### src/rtl/scl_gen_pkg.sv
package scl_gen_pkg;
  typedef enum logic [1:0] {
    PH_IDLE = 2'd0,
    PH_LOW  = 2'd1,
    PH_RISE = 2'd2,
    PH_HIGH = 2'd3
  } phase_t;

  localparam int UNIT_W = 4;
endpackage

### src/rtl/scl_ratio_lut.sv
module scl_ratio_lut
  import scl_gen_pkg::*;
(
  input  logic [1:0]        sel_i,
  output logic [UNIT_W-1:0] lo_units_o,
  output logic [UNIT_W-1:0] hi_units_o
);
  always_comb begin
    unique case (sel_i)
      2'd1: begin lo_units_o = UNIT_W'(6);  hi_units_o = UNIT_W'(3); end
      2'd2: begin lo_units_o = UNIT_W'(11); hi_units_o = UNIT_W'(6); end
      default: begin lo_units_o = UNIT_W'(4); hi_units_o = UNIT_W'(4); end
    endcase
  end
endmodule

### src/rtl/scl_span_calc.sv
module scl_span_calc
  import scl_gen_pkg::*;
#(
  parameter int DIV_W = 8,
  localparam int CNT_W = DIV_W + UNIT_W + 1
) (
  input  logic [DIV_W-1:0]  div_i,
  input  logic              slave_i,
  input  logic [UNIT_W-1:0] lo_units_i,
  input  logic [UNIT_W-1:0] hi_units_i,
  output logic [CNT_W-1:0]  low_len_o,
  output logic [CNT_W-1:0]  high_len_o,
  output logic [CNT_W-1:0]  low_mid_o,
  output logic [CNT_W-1:0]  high_mid_o
);
  logic [DIV_W-1:0] eff_div;
  logic [CNT_W-1:0] unit_cyc;

  always_comb begin
    eff_div = div_i;
    if (slave_i && (div_i == '0)) eff_div = DIV_W'(1);
    unit_cyc   = CNT_W'(eff_div) + CNT_W'(1);
    low_len_o  = CNT_W'(lo_units_i) * unit_cyc;
    high_len_o = CNT_W'(hi_units_i) * unit_cyc;
    low_mid_o  = low_len_o >> 1;
    high_mid_o = high_len_o >> 1;
  end
endmodule

### src/rtl/scl_rate_gen.sv
module scl_rate_gen
  import scl_gen_pkg::*;
#(
  parameter int DIV_W = 8,
  parameter int OVH   = 8
) (
  input  logic             clk,
  input  logic             rst_n,
  input  logic             enable,
  input  logic [DIV_W-1:0] div_val,
  input  logic [1:0]       ratio_sel,
  input  logic             slave_mode,
  input  logic             scl_in,
  output logic             scl_drive_low,
  output logic             mid_low_strobe,
  output logic             mid_high_strobe
);
  localparam int CNT_W = DIV_W + UNIT_W + 1;
  localparam logic [CNT_W-1:0] OVH_LAST = CNT_W'(OVH - 1);

  phase_t           phase_q;
  logic [CNT_W-1:0] cnt_q;
  logic [DIV_W-1:0] cfg_div_q;
  logic [1:0]       cfg_sel_q;
  logic             cfg_slave_q;

  logic [UNIT_W-1:0] lo_units, hi_units;
  logic [CNT_W-1:0]  low_len, high_len, low_mid, high_mid;
  logic              low_done, high_done, rise_done, start_period;

  scl_ratio_lut u_lut (
    .sel_i      (cfg_sel_q),
    .lo_units_o (lo_units),
    .hi_units_o (hi_units)
  );

  scl_span_calc #(.DIV_W(DIV_W)) u_span (
    .div_i      (cfg_div_q),
    .slave_i    (cfg_slave_q),
    .lo_units_i (lo_units),
    .hi_units_i (hi_units),
    .low_len_o  (low_len),
    .high_len_o (high_len),
    .low_mid_o  (low_mid),
    .high_mid_o (high_mid)
  );

  always_comb begin
    low_done     = (phase_q == PH_LOW)  && (cnt_q == low_len - CNT_W'(1));
    high_done    = (phase_q == PH_HIGH) && (cnt_q == high_len - CNT_W'(1));
    rise_done    = (phase_q == PH_RISE) && (cnt_q >= OVH_LAST) && scl_in;
    start_period = enable && ((phase_q == PH_IDLE) || high_done);
  end

  // configuration capture at period start
  always_ff @(posedge clk or negedge rst_n) begin
    if (!rst_n) begin
      cfg_div_q   <= '0;
      cfg_sel_q   <= '0;
      cfg_slave_q <= 1'b0;
    end else if (start_period) begin
      cfg_div_q   <= div_val;
      cfg_sel_q   <= ratio_sel;
      cfg_slave_q <= slave_mode;
    end
  end

  // phase sequencer
  always_ff @(posedge clk or negedge rst_n) begin
    if (!rst_n) begin
      phase_q <= PH_IDLE;
      cnt_q   <= '0;
    end else if (!enable) begin
      phase_q <= PH_IDLE;
      cnt_q   <= '0;
    end else if (start_period) begin
      phase_q <= PH_LOW;
      cnt_q   <= '0;
    end else begin
      unique case (phase_q)
        PH_LOW: begin
          if (low_done) begin
            phase_q <= PH_RISE;
            cnt_q   <= '0;
          end else begin
            cnt_q <= cnt_q + CNT_W'(1);
          end
        end
        PH_RISE: begin
          if (rise_done) begin
            phase_q <= PH_HIGH;
            cnt_q   <= '0;
          end else if (cnt_q < OVH_LAST) begin
            cnt_q <= cnt_q + CNT_W'(1);
          end
        end
        PH_HIGH: cnt_q <= cnt_q + CNT_W'(1);
        default: cnt_q <= '0;
      endcase
    end
  end

  assign scl_drive_low   = (phase_q == PH_LOW);
  assign mid_low_strobe  = (phase_q == PH_LOW)  && (cnt_q == low_mid);
  assign mid_high_strobe = (phase_q == PH_HIGH) && (cnt_q == high_mid);

  assert_off_quiet_R8: assert property (@(posedge clk) disable iff (!rst_n)
    !enable |=> (!scl_drive_low && !mid_low_strobe && !mid_high_strobe));

  assert_low_count_bound_R4: assert property (@(posedge clk) disable iff (!rst_n)
    (phase_q == PH_LOW) |-> (cnt_q < low_len));

  assert_wait_for_line_R6: assert property (@(posedge clk) disable iff (!rst_n)
    (phase_q == PH_RISE && !scl_in) |=> (phase_q != PH_HIGH));

  assert_strobe_in_low_R7: assert property (@(posedge clk) disable iff (!rst_n)
    mid_low_strobe |-> scl_drive_low);

  assert_strobe_in_high_R7: assert property (@(posedge clk) disable iff (!rst_n)
    mid_high_strobe |-> (!scl_drive_low && !mid_low_strobe));

  assert_cfg_held_R9: assert property (@(posedge clk) disable iff (!rst_n)
    (enable && (phase_q == PH_LOW || phase_q == PH_RISE)) |=>
      ($stable(cfg_div_q) && $stable(cfg_sel_q) && $stable(cfg_slave_q)));

  assert_slave_floor_R5: assert property (@(posedge clk) disable iff (!rst_n)
    (cfg_slave_q && cfg_div_q == '0) |-> (low_len == (CNT_W'(lo_units) << 1)));
endmodule

### config.mk
export PLATFORM = sky130hd
export DESIGN_NAME = scl_rate_gen
export DESIGN_NICKNAME = d
export VERILOG_FILES = /design/src/rtl/scl_gen_pkg.sv /design/src/rtl/scl_ratio_lut.sv /design/src/rtl/scl_span_calc.sv /design/src/rtl/scl_rate_gen.sv
export SDC_FILE = /design/constraint.sdc
export NUM_CORES = 1
export LEC_CHECK = 0
export BUFFER_PORTS_ARGS = -buffer_cell sky130_fd_sc_hd__buf_2
export CAP_MARGIN = 40
export CORE_UTILIZATION = 30
export DETAILED_ROUTE_END_ITERATION = 16
export SLEW_MARGIN = 40
export SYNTH_ARGS = -nofsm -noshare
export SYNTH_HDL_FRONTEND = slang
export SYNTH_SLANG_ARGS = --single-unit
### constraint.sdc
create_clock -name clk -period 9.8 [get_ports clk]
set_input_delay 0.98 -clock clk [delete_from_list [all_inputs] [get_ports clk]]
set_output_delay 0.98 -clock clk [all_outputs]
set_load 0.02 [all_outputs]
==> flow_results.xml <==
<?xml version="1.0" encoding="UTF-8"?>
<metrics>
  <group name="outcome">
    <metric name="run_status" unit="">finished clean</metric>
  </group>
  <group name="yosys">
    <metric name="post_synth_edffs" unit="">0</metric>
    <metric name="syn_area" unit="sq um">4530</metric>
    <metric name="synth_seq_cells" unit="">26</metric>
    <metric name="mean_instance_size_in_the_synthesized_netlist" unit="sq um">8.14</metric>
    <metric name="synth.yosys.seq_area_share" unit="">0.144</metric>
    <metric name="ys_async_sr_fraction" unit="">1.00</metric>
    <metric name="syn_nets" unit="">630</metric>
    <metric name="synthFlopType" unit="">sky130_fd_sc_hd__dfrtp_1</metric>
    <metric name="synth.distinct_cells" unit="">68</metric>
    <metric name="synthesis.instances" unit="">557</metric>
    <metric name="yosysWarnings" unit="">0</metric>
  </group>
  <group name="sta">
    <metric name="timing.final.hold_violations" unit="">0</metric>
    <metric name="layout_min_cycle_time" unit="ns">7.16</metric>
    <metric name="slew_viol_final" unit="">0</metric>
    <metric name="tns" unit="ns">0</metric>
    <metric name="final_setup_skew" unit="ns">0.00759</metric>
    <metric name="finalSetupViolations" unit="">0</metric>
    <metric name="fin_crit_sh" unit="">0.731</metric>
    <metric name="rsz_0062_raised_after_global_routing" unit="">false</metric>
    <metric name="tightest_slew" unit="ns">0.761</metric>
    <metric name="maxClockFrequency" unit="GHz">0.140</metric>
    <metric name="fin_worst_hold_slack" unit="ns">0.514</metric>
    <metric name="timing.max_slew.rel_slack" unit="">0.492</metric>
  </group>
  <group name="global_route">
    <metric name="antenna_violations_before_repair" unit="">0</metric>
    <metric name="first_global_vias" unit="">4021</metric>
    <metric name="grt.overflow.total" unit="">0</metric>
    <metric name="global_route.usage.total" unit="">0.153</metric>
    <metric name="wire_length_of_the_first_global_routing_pass" unit="microns">19500</metric>
    <metric name="grt_max_degree" unit="">27</metric>
  </group>
  <group name="routing">
    <metric name="route.detailed.vias_per_inst" unit="">5.41</metric>
    <metric name="number_of_nets_with_antenna_violations_after_routing" unit="">0</metric>
    <metric name="dr.pass1.iters" unit="">7</metric>
    <metric name="totalWireLength" unit="microns">11400</metric>
    <metric name="detailedRoute.firstIterationViolations" unit="">275</metric>
    <metric name="met3_length" unit="microns">576</metric>
    <metric name="vias" unit="">3971</metric>
    <metric name="routedWlPerCell" unit="microns">15.5</metric>
    <metric name="drt-met1-wl" unit="microns">4970</metric>
    <metric name="detail_route.drc_violations" unit="">0</metric>
    <metric name="uppermost_layer_routed" unit="">met4</metric>
    <metric name="met2WireLength" unit="microns">5540</metric>
  </group>
  <group name="floorplan">
    <metric name="width_of_the_die" unit="microns">125</metric>
    <metric name="rows" unit="">44</metric>
    <metric name="fp.dieH" unit="microns">125</metric>
    <metric name="core" unit="sq um">14600</metric>
    <metric name="effective_utilization_at_floorplan" unit="">0.310</metric>
    <metric name="dieArea" unit="sq um">15600</metric>
    <metric name="io_pins" unit="">18</metric>
  </group>
  <group name="cts">
    <metric name="cts.repair.resized" unit="">0</metric>
    <metric name="numCtsBuffers" unit="">3</metric>
    <metric name="tritoncts_clock_tree" unit="">built</metric>
    <metric name="cts_root_buffer" unit="">sky130_fd_sc_hd__clkbuf_16</metric>
    <metric name="worst_setup_hold_path_clk_slew" unit="ns">0.07</metric>
    <metric name="htree_num_levels" unit="">1</metric>
    <metric name="post_cts.repair.setup_buffers" unit="">0</metric>
    <metric name="clk_path_buf_depth" unit="">2</metric>
    <metric name="postCtsHoldBufs" unit="">0</metric>
    <metric name="cts_num_sinks" unit="">26</metric>
    <metric name="worst_skew_pair.late_latency" unit="ns">0.28</metric>
  </group>
  <group name="setup_path">
    <metric name="path_cells" unit="">nor4b_1 &gt; a21oi_1 &gt; inv_1 &gt; ha_1 &gt; nand3_1 &gt; nor2_1 &gt; xnor2_1 &gt; nor2_1 &gt; fa_1 &gt; fa_1 &gt; ha_1 &gt; or3_1 &gt; a221oi_1 &gt; a21oi_1 &gt; or4_1 &gt; o21a_1 &gt; o211ai_1 &gt; a311oi_2 &gt; a221oi_2 &gt; nand2_1 &gt; o311ai_1</metric>
    <metric name="regToRegStartpoint" unit="">cfg_div_q[6]</metric>
    <metric name="timing.critical_path.slowest_cell_delay" unit="ns">0.69</metric>
    <metric name="arrival" unit="ns">7.34</metric>
    <metric name="critical_path_end_type" unit="">register</metric>
    <metric name="crit_path_start_kind" unit="">register</metric>
    <metric name="cp.required" unit="ns">9.98</metric>
    <metric name="cp_num_buf_inv" unit="">1</metric>
    <metric name="critical_path_class" unit="">reg -&gt; reg</metric>
    <metric name="critical_path.top_delay_family" unit="">simple AND/OR/NAND/NOR gates</metric>
    <metric name="cp_slowest_cell" unit="">sky130_fd_sc_hd__a221oi_2</metric>
    <metric name="worstSetupStartpoint" unit="">cfg_div_q[6]</metric>
    <metric name="worstPathMaxFanout" unit="">11</metric>
  </group>
  <group name="power_and_ir_drop">
    <metric name="switchingPower" unit="mW">0.706</metric>
    <metric name="combPwrFrac" unit="">0.822</metric>
    <metric name="seqPwrFrac" unit="">0.090</metric>
    <metric name="ir_drop" unit="mV">0.100</metric>
    <metric name="sw_frac_of_total" unit="">0.500</metric>
    <metric name="power_frac_clock" unit="">0.088</metric>
    <metric name="cellPowerDensity" unit="nW/um^2">292</metric>
    <metric name="leakagePower" unit="nW">2.12</metric>
    <metric name="p_int" unit="mW">0.706</metric>
  </group>
  <group name="finish">
    <metric name="antenna_cells" unit="">0</metric>
    <metric name="fraction_of_layout_instances_using_a_drive_strength_above_1" unit="">0.0909</metric>
    <metric name="layout.cells.most_common" unit="">sky130_fd_sc_hd__inv_1</metric>
    <metric name="layout_common_cells" unit="">sky130_fd_sc_hd__inv_1 (53), sky130_fd_sc_hd__nor2_1 (50), sky130_fd_sc_hd__xnor2_1 (48)</metric>
    <metric name="final_nets" unit="">624</metric>
    <metric name="layout-area-overhead-vs-synth" unit="%">6.54</metric>
    <metric name="final_area" unit="sq um">4830</metric>
  </group>
  <group name="min_path">
    <metric name="worstHoldPathType" unit="">reg -&gt; reg</metric>
    <metric name="worstHoldStart" unit="">cfg_slave_q</metric>
  </group>
  <group name="placement">
    <metric name="dpl_cell_area" unit="sq um">4720</metric>
    <metric name="placement.io_buffers" unit="">17</metric>
    <metric name="place.gp.congestion" unit="">0.927</metric>
    <metric name="detailedPlacementHpwl" unit="microns">9260</metric>
  </group>
  <group name="job">
    <metric name="maxCapViolations" unit="">0</metric>
  </group>
</metrics>
[synthesized netlist by cell type, types with 6 or more instances]
library cell               instances  area share
sky130_fd_sc_hd__o211ai_1          6      0.0099
sky130_fd_sc_hd__nor2_1           50       0.041
sky130_fd_sc_hd__mux2_2           11       0.027
sky130_fd_sc_hd__nor4_1            9       0.012
sky130_fd_sc_hd__nand4_1           9       0.012
sky130_fd_sc_hd__a21oi_1          27       0.030
sky130_fd_sc_hd__nand3_1          17       0.019
sky130_fd_sc_hd__dfrtp_1          26        0.14
sky130_fd_sc_hd__xnor2_1          48       0.093
sky130_fd_sc_hd__nand2_1          34       0.028
sky130_fd_sc_hd__a31oi_1           7      0.0097
sky130_fd_sc_hd__nand2b_1          9       0.012
sky130_fd_sc_hd__xor2_1           23       0.044
sky130_fd_sc_hd__nor2b_1           7      0.0097
sky130_fd_sc_hd__ha_1             36       0.099
sky130_fd_sc_hd__clkbuf_1         21       0.017
sky130_fd_sc_hd__o21ai_1           9      0.0099
sky130_fd_sc_hd__inv_1            53       0.044
sky130_fd_sc_hd__nor3_1           12       0.013
sky130_fd_sc_hd__o21ai_0          16       0.018
sky130_fd_sc_hd__or2_2             8       0.011
sky130_fd_sc_hd__and3_1            9       0.012
sky130_fd_sc_hd__fa_1             22       0.097
[power by group through the flow]
stage                     clock network, mW  registers, mW  logic, mW
final                                 0.124          0.127       1.16
after CTS                             0.125          0.127       1.16
after global routing                  0.129          0.129       1.30
after floorplan                           0          0.123      0.969
after detailed placement                  0          0.129       1.15
after global placement                    0          0.129       1.13
[registers in the layout (all words and copies together) (netlist names)]
signal and flops:
phase_q 2, cfg_sel_q 2, cfg_div_q 8, cfg_slave_q 1, cnt_q 13
[stage by stage]
step                      utilization  power [mW]  std cells  setup WS (ns)
after detailed placement        0.323        1.28        730           2.67
after CTS                       0.330        1.41        734           2.66
after global placement          0.323        1.25        730           2.93
after global routing            0.330        1.55        734           1.98
final                           0.330        1.41        734           2.64
after floorplan                     -        1.09        557           3.23
[cell type report]
type                    count  area, sq um
fillers                  1533         9810
multi-input cells         450         3560
flip-flops and latches     26          651
well taps                 184          230
inverters                  53          199
repair buffers             17         85.1
clock buffers               3         75.1
clock inverters             1         30.0
[layer usage]
metal	GRT usage	vias up
li1	-	1930
met1	0.196	1891
met2	0.274	123
met3	0.00558	27
met4	0.0560	0
met5	0	-
[path summary, 6_finish.rpt]
path	endpoint	slack (ns)	cells past startpoint
worst min-delay path	cfg_slave_q	0.51	1
min in group asynchronous	cnt_q[11]	0.71	1
worst min register to register	cfg_slave_q	0.51	1
worst max register to register	cnt_q[2]	2.64	21
worst max-delay path	cnt_q[2]	2.64	21
max in group asynchronous	cfg_div_q[2]	8.66	1
[cell families after synthesis]
group           after synthesis  synth area share
flops                        26             0.144
xor+xnor                     77             0.166
compound gates              109             0.169
mux                          14            0.0340
fa+ha+maj                    58             0.197
buf+inv                      81            0.0712
simple gates                192             0.220
Power figures use the tool's default switching activity.
